## src/rtl/pt_walker_pkg.sv

```systemverilog
package pt_walker_pkg;

    // Entry layout; the decoder and the bench both rely on these positions.
    localparam int PTE_W       = 32;
    localparam int PRESENT_BIT = 31;
    localparam int PERM_HI     = 30;
    localparam int PERM_LO     = 28;
    localparam int PERM_W      = PERM_HI - PERM_LO + 1;
    localparam int ENTRY_BYTES = PTE_W / 8;
    localparam int ENTRY_SHIFT = $clog2(ENTRY_BYTES);

    typedef enum logic [1:0] {
        ST_IDLE      = 2'd0,
        ST_READ_REQ  = 2'd1,
        ST_WAIT_RESP = 2'd2,
        ST_DONE      = 2'd3
    } walk_state_t;

    typedef struct packed {
        logic readable;
        logic writable;
        logic user_ok;
    } perm_t;

    function automatic logic entry_present(input logic [PTE_W-1:0] e);
        return e[PRESENT_BIT];
    endfunction

    function automatic perm_t entry_perm(input logic [PTE_W-1:0] e);
        return perm_t'(e[PERM_HI:PERM_LO]);
    endfunction

endpackage

```

## src/rtl/ptw_base_reg.sv

```systemverilog
module ptw_base_reg
    import pt_walker_pkg::*;
#(
    parameter int ADDR_W = 32
) (
    input  logic              clk,
    input  logic              rst,
    input  logic              wr_en,
    input  logic [ADDR_W-1:0] wr_data,
    input  logic              idle,
    output logic [ADDR_W-1:0] base_q
);

    logic              pend_q;
    logic [ADDR_W-1:0] pend_data_q;

    always_ff @(posedge clk) begin
        if (rst) begin
            base_q      <= '0;
            pend_q      <= 1'b0;
            pend_data_q <= '0;
        end else if (wr_en && idle) begin
            base_q <= wr_data;
            pend_q <= 1'b0;
        end else if (wr_en) begin
            pend_q      <= 1'b1;
            pend_data_q <= wr_data;
        end else if (pend_q && idle) begin
            base_q <= pend_data_q;
            pend_q <= 1'b0;
        end
    end

endmodule

```

## src/rtl/ptw_entry_decode.sv

```systemverilog
module ptw_entry_decode
    import pt_walker_pkg::*;
#(
    parameter int PN_W = 20
) (
    input  logic [PTE_W-1:0] entry,
    output logic             present,
    output perm_t            perm,
    output logic [PN_W-1:0]  pn
);

    localparam int RSVD_W = PERM_LO - PN_W;

    assign present = entry_present(entry);
    assign perm    = entry_perm(entry);
    assign pn      = entry[PN_W-1:0];

    generate
        if (RSVD_W > 0) begin : g_rsvd
            logic unused_rsvd;
            assign unused_rsvd = ^entry[PERM_LO-1:PN_W];
        end
    endgenerate

endmodule

```

## src/rtl/ptw_fsm.sv

```systemverilog
module ptw_fsm
    import pt_walker_pkg::*;
#(
    parameter int VPN_W  = 20,
    parameter int ADDR_W = 32,
    parameter int PN_W   = 20
) (
    input  logic              clk,
    input  logic              rst,
    input  logic              miss_valid,
    input  logic [VPN_W-1:0]  miss_vpn,
    output logic              idle,
    input  logic [ADDR_W-1:0] base_q,
    output logic              mem_req_valid,
    output logic [ADDR_W-1:0] mem_req_addr,
    input  logic              mem_req_ready,
    input  logic              mem_resp_valid,
    input  logic              ent_present,
    input  perm_t             ent_perm,
    input  logic [PN_W-1:0]   ent_pn,
    output logic              done,
    output logic              refill_valid,
    output logic              page_fault,
    output logic [VPN_W-1:0]  done_vpn,
    output logic [PN_W-1:0]   done_pn,
    output perm_t             done_perm
);

    walk_state_t      state_q, state_d;
    logic [VPN_W-1:0] vpn_q;
    logic             take_resp;

    assign idle          = (state_q == ST_IDLE);
    assign mem_req_valid = (state_q == ST_READ_REQ);
    assign mem_req_addr  = base_q + (ADDR_W'(vpn_q) << ENTRY_SHIFT);
    assign take_resp     = (state_q == ST_WAIT_RESP) && mem_resp_valid;
    assign done_vpn      = vpn_q;

    always_comb begin
        state_d = state_q;
        unique case (state_q)
            ST_IDLE:      if (miss_valid)    state_d = ST_READ_REQ;
            ST_READ_REQ:  if (mem_req_ready) state_d = ST_WAIT_RESP;
            ST_WAIT_RESP: if (mem_resp_valid) state_d = ST_DONE;
            ST_DONE:                          state_d = ST_IDLE;
            default:                          state_d = ST_IDLE;
        endcase
    end

    always_ff @(posedge clk) begin
        if (rst) begin
            state_q <= ST_IDLE;
            vpn_q   <= '0;
        end else begin
            state_q <= state_d;
            if (idle && miss_valid) vpn_q <= miss_vpn;
        end
    end

    always_ff @(posedge clk) begin
        if (rst) begin
            done         <= 1'b0;
            refill_valid <= 1'b0;
            page_fault   <= 1'b0;
            done_pn      <= '0;
            done_perm    <= '0;
        end else if (take_resp) begin
            done         <= 1'b1;
            refill_valid <= ent_present;
            page_fault   <= !ent_present;
            done_pn      <= ent_pn;
            done_perm    <= ent_perm;
        end else begin
            done         <= 1'b0;
            refill_valid <= 1'b0;
            page_fault   <= 1'b0;
        end
    end

endmodule

```

## src/rtl/pt_walker.sv

```systemverilog
module pt_walker
    import pt_walker_pkg::*;
#(
    parameter int VPN_W  = 20,
    parameter int ADDR_W = 32,
    parameter int PN_W   = 20
) (
    input  logic              clk,
    input  logic              rst,
    input  logic              miss_valid,
    input  logic [VPN_W-1:0]  miss_vpn,
    output logic              miss_ready,
    input  logic              base_wr_en,
    input  logic [ADDR_W-1:0] base_wr_data,
    output logic              mem_req_valid,
    output logic [ADDR_W-1:0] mem_req_addr,
    input  logic              mem_req_ready,
    input  logic              mem_resp_valid,
    input  logic [31:0]       mem_resp_data,
    output logic              done,
    output logic              refill_valid,
    output logic              page_fault,
    output logic [VPN_W-1:0]  done_vpn,
    output logic [PN_W-1:0]   done_pn,
    output logic [2:0]        done_perm
);

    logic              idle;
    logic [ADDR_W-1:0] base_q;
    logic              ent_present;
    perm_t             ent_perm;
    logic [PN_W-1:0]   ent_pn;
    perm_t             perm_out;

    assign miss_ready = idle;
    assign done_perm  = perm_out;

    ptw_base_reg #(.ADDR_W(ADDR_W)) u_base (
        .clk(clk), .rst(rst), .wr_en(base_wr_en), .wr_data(base_wr_data),
        .idle(idle), .base_q(base_q)
    );

    ptw_entry_decode #(.PN_W(PN_W)) u_dec (
        .entry(mem_resp_data), .present(ent_present), .perm(ent_perm), .pn(ent_pn)
    );

    ptw_fsm #(.VPN_W(VPN_W), .ADDR_W(ADDR_W), .PN_W(PN_W)) u_fsm (
        .clk(clk), .rst(rst), .miss_valid(miss_valid), .miss_vpn(miss_vpn),
        .idle(idle), .base_q(base_q),
        .mem_req_valid(mem_req_valid), .mem_req_addr(mem_req_addr),
        .mem_req_ready(mem_req_ready), .mem_resp_valid(mem_resp_valid),
        .ent_present(ent_present), .ent_perm(ent_perm), .ent_pn(ent_pn),
        .done(done), .refill_valid(refill_valid), .page_fault(page_fault),
        .done_vpn(done_vpn), .done_pn(done_pn), .done_perm(perm_out)
    );

endmodule

```

## config.mk

```make
export PLATFORM = sky130hd
export DESIGN_NAME = pt_walker
export DESIGN_NICKNAME = d
export VERILOG_FILES = /design/src/rtl/pt_walker_pkg.sv /design/src/rtl/ptw_base_reg.sv /design/src/rtl/ptw_entry_decode.sv /design/src/rtl/ptw_fsm.sv /design/src/rtl/pt_walker.sv
export SDC_FILE = /design/constraint.sdc
export NUM_CORES = 1
export LEC_CHECK = 0
export BUFFER_PORTS_ARGS = -buffer_cell sky130_fd_sc_hd__buf_2
export CAP_MARGIN = 20
export CORE_MARGIN = 5
export CORE_UTILIZATION = 45
export DETAILED_ROUTE_END_ITERATION = 8
export GPL_ROUTABILITY_DRIVEN = 0
export PLACE_DENSITY = 0.71
export RECOVER_POWER = 100
export SYNTH_ARGS = -nofsm -noshare
export SYNTH_HDL_FRONTEND = slang
export SYNTH_HIERARCHICAL = 1
export SYNTH_SLANG_ARGS = --single-unit
```

## constraint.sdc

```tcl
create_clock -name clk -period 6.3 [get_ports clk]
set_input_delay 0.63 -clock clk [delete_from_list [all_inputs] [get_ports clk]]
set_output_delay 0.63 -clock clk [all_outputs]
set_load 0.05 [all_outputs]
```

# After elaboration in Yosys (flattened, before gate mapping)
# Cells that the tools add are included.
dict set report classes {
  n_eq_ne 7
  n_reduce_logical 13
  bitwise 2
  n_mux 10
  add_sub_neg 1
}
# operator n
set ops {}
lappend ops {{$mux W32} 3}
lappend ops {{$add A32 B22 Y32} 1}
lappend ops {{$pmux W2 S4} 1}
lappend ops {{$mux W2} 3}
lappend ops {{$eq A2 B2 Y1 const B} 2}
lappend ops {{$logic_and A1 B1 Y1} 4}
lappend ops {{$ne A2 B1 Y1 const B} 2}
lappend ops {{$ne A2 B2 Y1 const B} 2}
lappend ops {{$reduce_and A2 Y1} 2}
lappend ops {{$reduce_bool A2 Y1} 2}
lappend ops {{$reduce_or A2 Y1} 2}
lappend ops {{$mux W1} 3}
lappend ops {{$reduce_and A3 Y1} 1}
lappend ops {{$eq A2 B1 Y1 const B} 1}
lappend ops {{$logic_not A2 Y1} 1}
lappend ops {{$not A1 Y1} 2}
lappend ops {{$logic_not A1 Y1} 1}
dict set report word_totals {
  word_cells 45
  reg_bits 113
  in_bits 90
}

# Logic depth before layout (Yosys ltp)
dict set report logic_depth {
  ltp_word 5
  depth_mapped 9
  depth_no_buf 9
}

# Cells and area by module
# The synthesis kept the hierarchy.
# mod area_per_inst_um2 seq_area_each_um2 cells_each n_inst
set modules_own_cells {}
lappend modules_own_cells {ptw_fsm 3034.2 960.9 412 1}
lappend modules_own_cells {ptw_base_reg 2652.5 1301.2 254 1}
lappend modules_own_cells {ptw_entry_decode 180.2 0.0 24 1}

# Worst setup path before layout
# No wires, ideal clock.
dict set report synth_path {
  path_kind {reg2out}
  from {reg u_fsm.vpn_q[0], in the netlist u_fsm/done_vpn[0]}
  to {out mem_req_addr[30]}
  path_stages_with_launch 10
  slack_ns 2.503
  arrival_ns 3.167
  path_buffers 0
  path_cell_list {dfxtp_1 -> ha_1 -> inv_1 -> fa_1 -> nand2b_1 -> a21oi_1 -> o2111ai_1 -> a31oi_1 -> o21ai_0 -> xnor2_1}
}
dict set report synth_via {
  elab_chain_len 1
}
# item line_no
set synth_rtl {}
lappend synth_rtl {{start: declaration} ptw_fsm.sv:30} ;# logic [VPN_W-1:0] vpn_q;
lappend synth_rtl {{start signal: assignment} ptw_fsm.sv:56} ;# if (idle && miss_valid) vpn_q <= miss_vpn;
lappend synth_rtl {{$add A32 B22 Y32} ptw_fsm.sv:35} ;# assign mem_req_addr = base_q + (ADDR_W'(vpn_q) << ENTRY_SHIFT);
lappend synth_rtl {{end: declaration} pt_walker.sv:16} ;# output logic [ADDR_W-1:0] mem_req_addr,
# No other way between the ends.

==> run_results.csv <==
group,metric,value,unit
clock_tree,cts_setup_buffers,0,
cells_and_area,n_antenna_cell,0,
cells_and_area,finalNetCount,921,
worst_setup_path,required,6.58,ns
synthesis,synthFlopType,"dfxtp_1",
worst_setup_path,critPathMaxFanout,82,
floorplanning,design.die.area,15400,sq um
synthesis,async_reset_ff_share,0,%
status,status,"finished, violations left",
global_route,grt_usage,20.5,%
floorplanning,die_x,124,microns
synthesis,synth.area.mux_share,5.63,%
clock_tree,postCtsHoldBufs,0,
synthesis,ys_types,47,
worst_setup_path,startpoint_type,"input pin",
floorplanning,die_h,124,microns
global_route,grt_pass1_wl,24500,microns
drt,vias,5074,
timing,final-max-slew-violation-count,114,
timing,timing.fmax,228,MHz
clock_tree,cts.sinks,113,
global_route,overflow,0,
timing,fin_setup_tns,0,ns
place,io_buffers,161,
worst_setup_path,critPathCaptureType,"register",
timing,tightest_slew,3.73,ns
power,power.total,2.94,mW
floorplanning,ios,170,
status,violations,"max-capacitance violations, max-slew violations",
power,ir_drop,0.292,mV
worst_setup_path,crit_type,"input pin to register",
power,powerDensity,426,nW/um^2
synthesis,synthAdderAreaFrac,5.25,%
timing,slew_headroom,-149,%
worst_setup_path,cpLargestDelayFamily,"buffers and inverters",
synthesis,yosys_warnings,6,
worst_setup_path,cp_data_arrival_time,4.67,ns
global_route,grt_pass1_vias,4964,
worst_setup_path,slowest_stage,"clkbuf_1",
power,power_leakage,2.76,nW
clock_tree,clk_path_buf_depth,2,
worst_setup_path,timing.rr.start,"u_fsm/state_q[0]",
place,place_ws,2.87,ns
synthesis,synth-xor-area-share,3.88,%
drt,viasPerCell,5.12,
synthesis,synthesis.nets,804,
drt,dr.pass1.iters,4,
min_path,hp-start,"mem_resp_data[31]",
global_route,grt_max_degree,83,
floorplanning,start_util,46.1,%
drt,first_iter_violations,242,
drt,detail-route-antenna-nets,0,
timing,finClkSkew,0.00757,ns
timing,min_period,4.39,ns
worst_setup_path,crit_buf_inv,3,
worst_setup_path,cpPeakStageDelay,2.62,ns
clock_tree,cts_buffers,17,
clock_tree,root_buffer,"clkbuf_16",
synthesis,synthCells,690,
synthesis,ys_ff_latch,113,
timing,hold_violations,0,
synthesis,synth_top_family_by_area,"compound AO/OA/AOI/OAI gates",
timing,rsz0062_at_grt,"false",
min_path,min_path_type,"input pin to register",
cells_and_area,fin_util,54.2,%
clock_tree,post_cts_resized,0,
clock_tree,h-tree-depth,4,
cells_and_area,mostFrequentLayoutCells,"nand2_1 (172), dfxtp_1 (113), a21oi_1 (95)",
synthesis,avgSynthCellArea,8.50,sq um
worst_setup_path,critPathLaunch,"rst",
clock_tree,insertion_delay,0.41,ns
synthesis,synthSimpleGateAreaFrac,17.4,%
place,dp_hpwl,11000,microns
worst_setup_path,cpMostUsedCell,"clkbuf_1",
synthesis,synth_area,5870,sq um
drt,drt-total-wl,15200,microns
timing,setup_slack,1.91,ns
synthesis,synth_compound_area_share,21.7,%
global_route,antenna_found_initial,0,
run,max_cap_violations,2,
synthesis,synth_edf_count,0,
cells_and_area,mostFrequentLayoutCell,"nand2_1",
worst_setup_path,critical_path.cell_chain,"buf_2 > clkbuf_1 > nor2_4 > clkbuf_1 > o2bb2ai_1",
floorplanning,core,12700,sq um
timing,finalSetupViolCount,0,
cells_and_area,drive_above_1_share,17.2,%
cells_and_area,area_delta_synth_final,17.6,%
synthesis,seq_area_frac_synth,38.6,%
drt,wl_per_cell,15.3,microns
timing,final.period_utilization,69.7,%
clock_tree,path_clk_slew,0.05,ns
clock_tree,cts_tree,"yes",
drt,post-route-drc-count,0,
floorplanning,rows,41,
==> per-stage QoR <==
| stage | cells | cell area, sq um | hold slack [ns] |
|---|---|---|---|
| 2_1_floorplan | 690 | 5870 | 0.436 |
| 3_3_place_gp | 959 | 6530 | 0.439 |
| 3_5_place_dp | 959 | 6530 | 0.443 |
| 4_1_cts | 990 | 7040 | 0.362 |
| 5_1_grt | 991 | 6900 | 0.364 |
| 6_report | 991 | 6900 | 0.386 |
==> report_power, final <==
group,switching [mW],total [mW],internal [mW]
Sequential,0.0919,0.938,0.846
Combinational,0.881,1.17,0.288
Clock,0.309,0.833,0.524
==> layer usage <==
| layer | GRT usage, % | share of wire [%] | up-vias | routed length (microns) |
|---|---|---|---|---|
| met2 | 32.2 | 46 | 150 | 6940 |
| met5 | 0 | 0 | - | 0 |
| li1 | - | - | 2604 | - |
| met4 | 7.12 | 1.7 | 0 | 262 |
| met3 | 9.04 | 8.4 | 22 | 1280 |
| met1 | 25.1 | 44 | 2298 | 6720 |
==> flip-flops by register name, indices dropped and copies added, names as in the netlist <==
register	count
u_fsm/done_perm	3
u_fsm/page_fault	1
u_fsm/refill_valid	1
u_fsm/done	1
u_base/base_q	32
u_base/pend_q	1
u_fsm/state_q	2
u_base/pend_data_q	32
u_fsm/done_pn	20
u_fsm/done_vpn	20
==> cell usage after synthesis, types with 2 or more instances <==
| master | number | share of area (%) |
|---|---|---|
| and4_1 | 2 | 0.30 |
| o31ai_1 | 2 | 0.26 |
| o211ai_1 | 9 | 1.2 |
| nand3_1 | 11 | 0.94 |
| xor2_1 | 5 | 0.75 |
| nand4_1 | 3 | 0.32 |
| buf_1 | 5 | 0.32 |
| nand2_1 | 172 | 11 |
| inv_1 | 10 | 0.64 |
| ha_1 | 23 | 4.9 |
| o22ai_1 | 2 | 0.21 |
| a31oi_1 | 4 | 0.43 |
| nor3_1 | 9 | 0.77 |
| a21oi_1 | 95 | 8.1 |
| or2_2 | 3 | 0.32 |
| a221oi_1 | 2 | 0.30 |
| nor2_1 | 20 | 1.3 |
| buf_4 | 27 | 3.5 |
| o21a_1 | 4 | 0.51 |
| a41oi_1 | 2 | 0.30 |
| o2bb2ai_2 | 30 | 7.7 |
| o2bb2ai_1 | 2 | 0.30 |
| nand2b_1 | 4 | 0.43 |
| xnor2_1 | 21 | 3.1 |
| nor2b_1 | 5 | 0.53 |
| and2_1 | 3 | 0.32 |
| buf_2 | 12 | 1.0 |
| o21ai_0 | 12 | 1.0 |
| dfxtp_1 | 113 | 39 |
| clkbuf_1 | 20 | 1.3 |
| mux2i_1 | 33 | 5.6 |
| a211oi_1 | 2 | 0.26 |
| a21o_1 | 3 | 0.38 |
| buf_6 | 3 | 0.58 |
| and3_1 | 4 | 0.43 |
| o2111ai_1 | 2 | 0.30 |
==> path summary, 6_finish.rpt <==
check                           cells after the start  slack (ns)                endpoint
worst min register to register                      2        0.45  u_base/pend_data_q[11]
worst max register to register                      6        3.47       u_base/base_q[12]
worst min-delay path                                2        0.39        u_fsm/page_fault
worst max-delay path                                5        1.91       u_base/base_q[12]
==> area by class of cell <==
cell class                      count  area (sq um)
Clock buffer                       24           482
Clock inverter                      7          35.0
Fill cell                        1307          5820
Inverter                           10          37.5
Multi-Input combinational cell    498          3110
Sequential cell                   113          2260
Tap cell                          172           215
Timing Repair Buffer              167           756
==> cells by family (layout without fill, tap and decap cells) <==
group,Yosys count,count (layout)
buffers and inverters,79,208
AOI/OAI and AO/OA,174,174
DFF,113,113
adders and majority gates,24,24
xor gates and xnor gates,26,26
and+or+nand+nor,241,241
muxes,33,33
(Power assumes the default switching activity.)
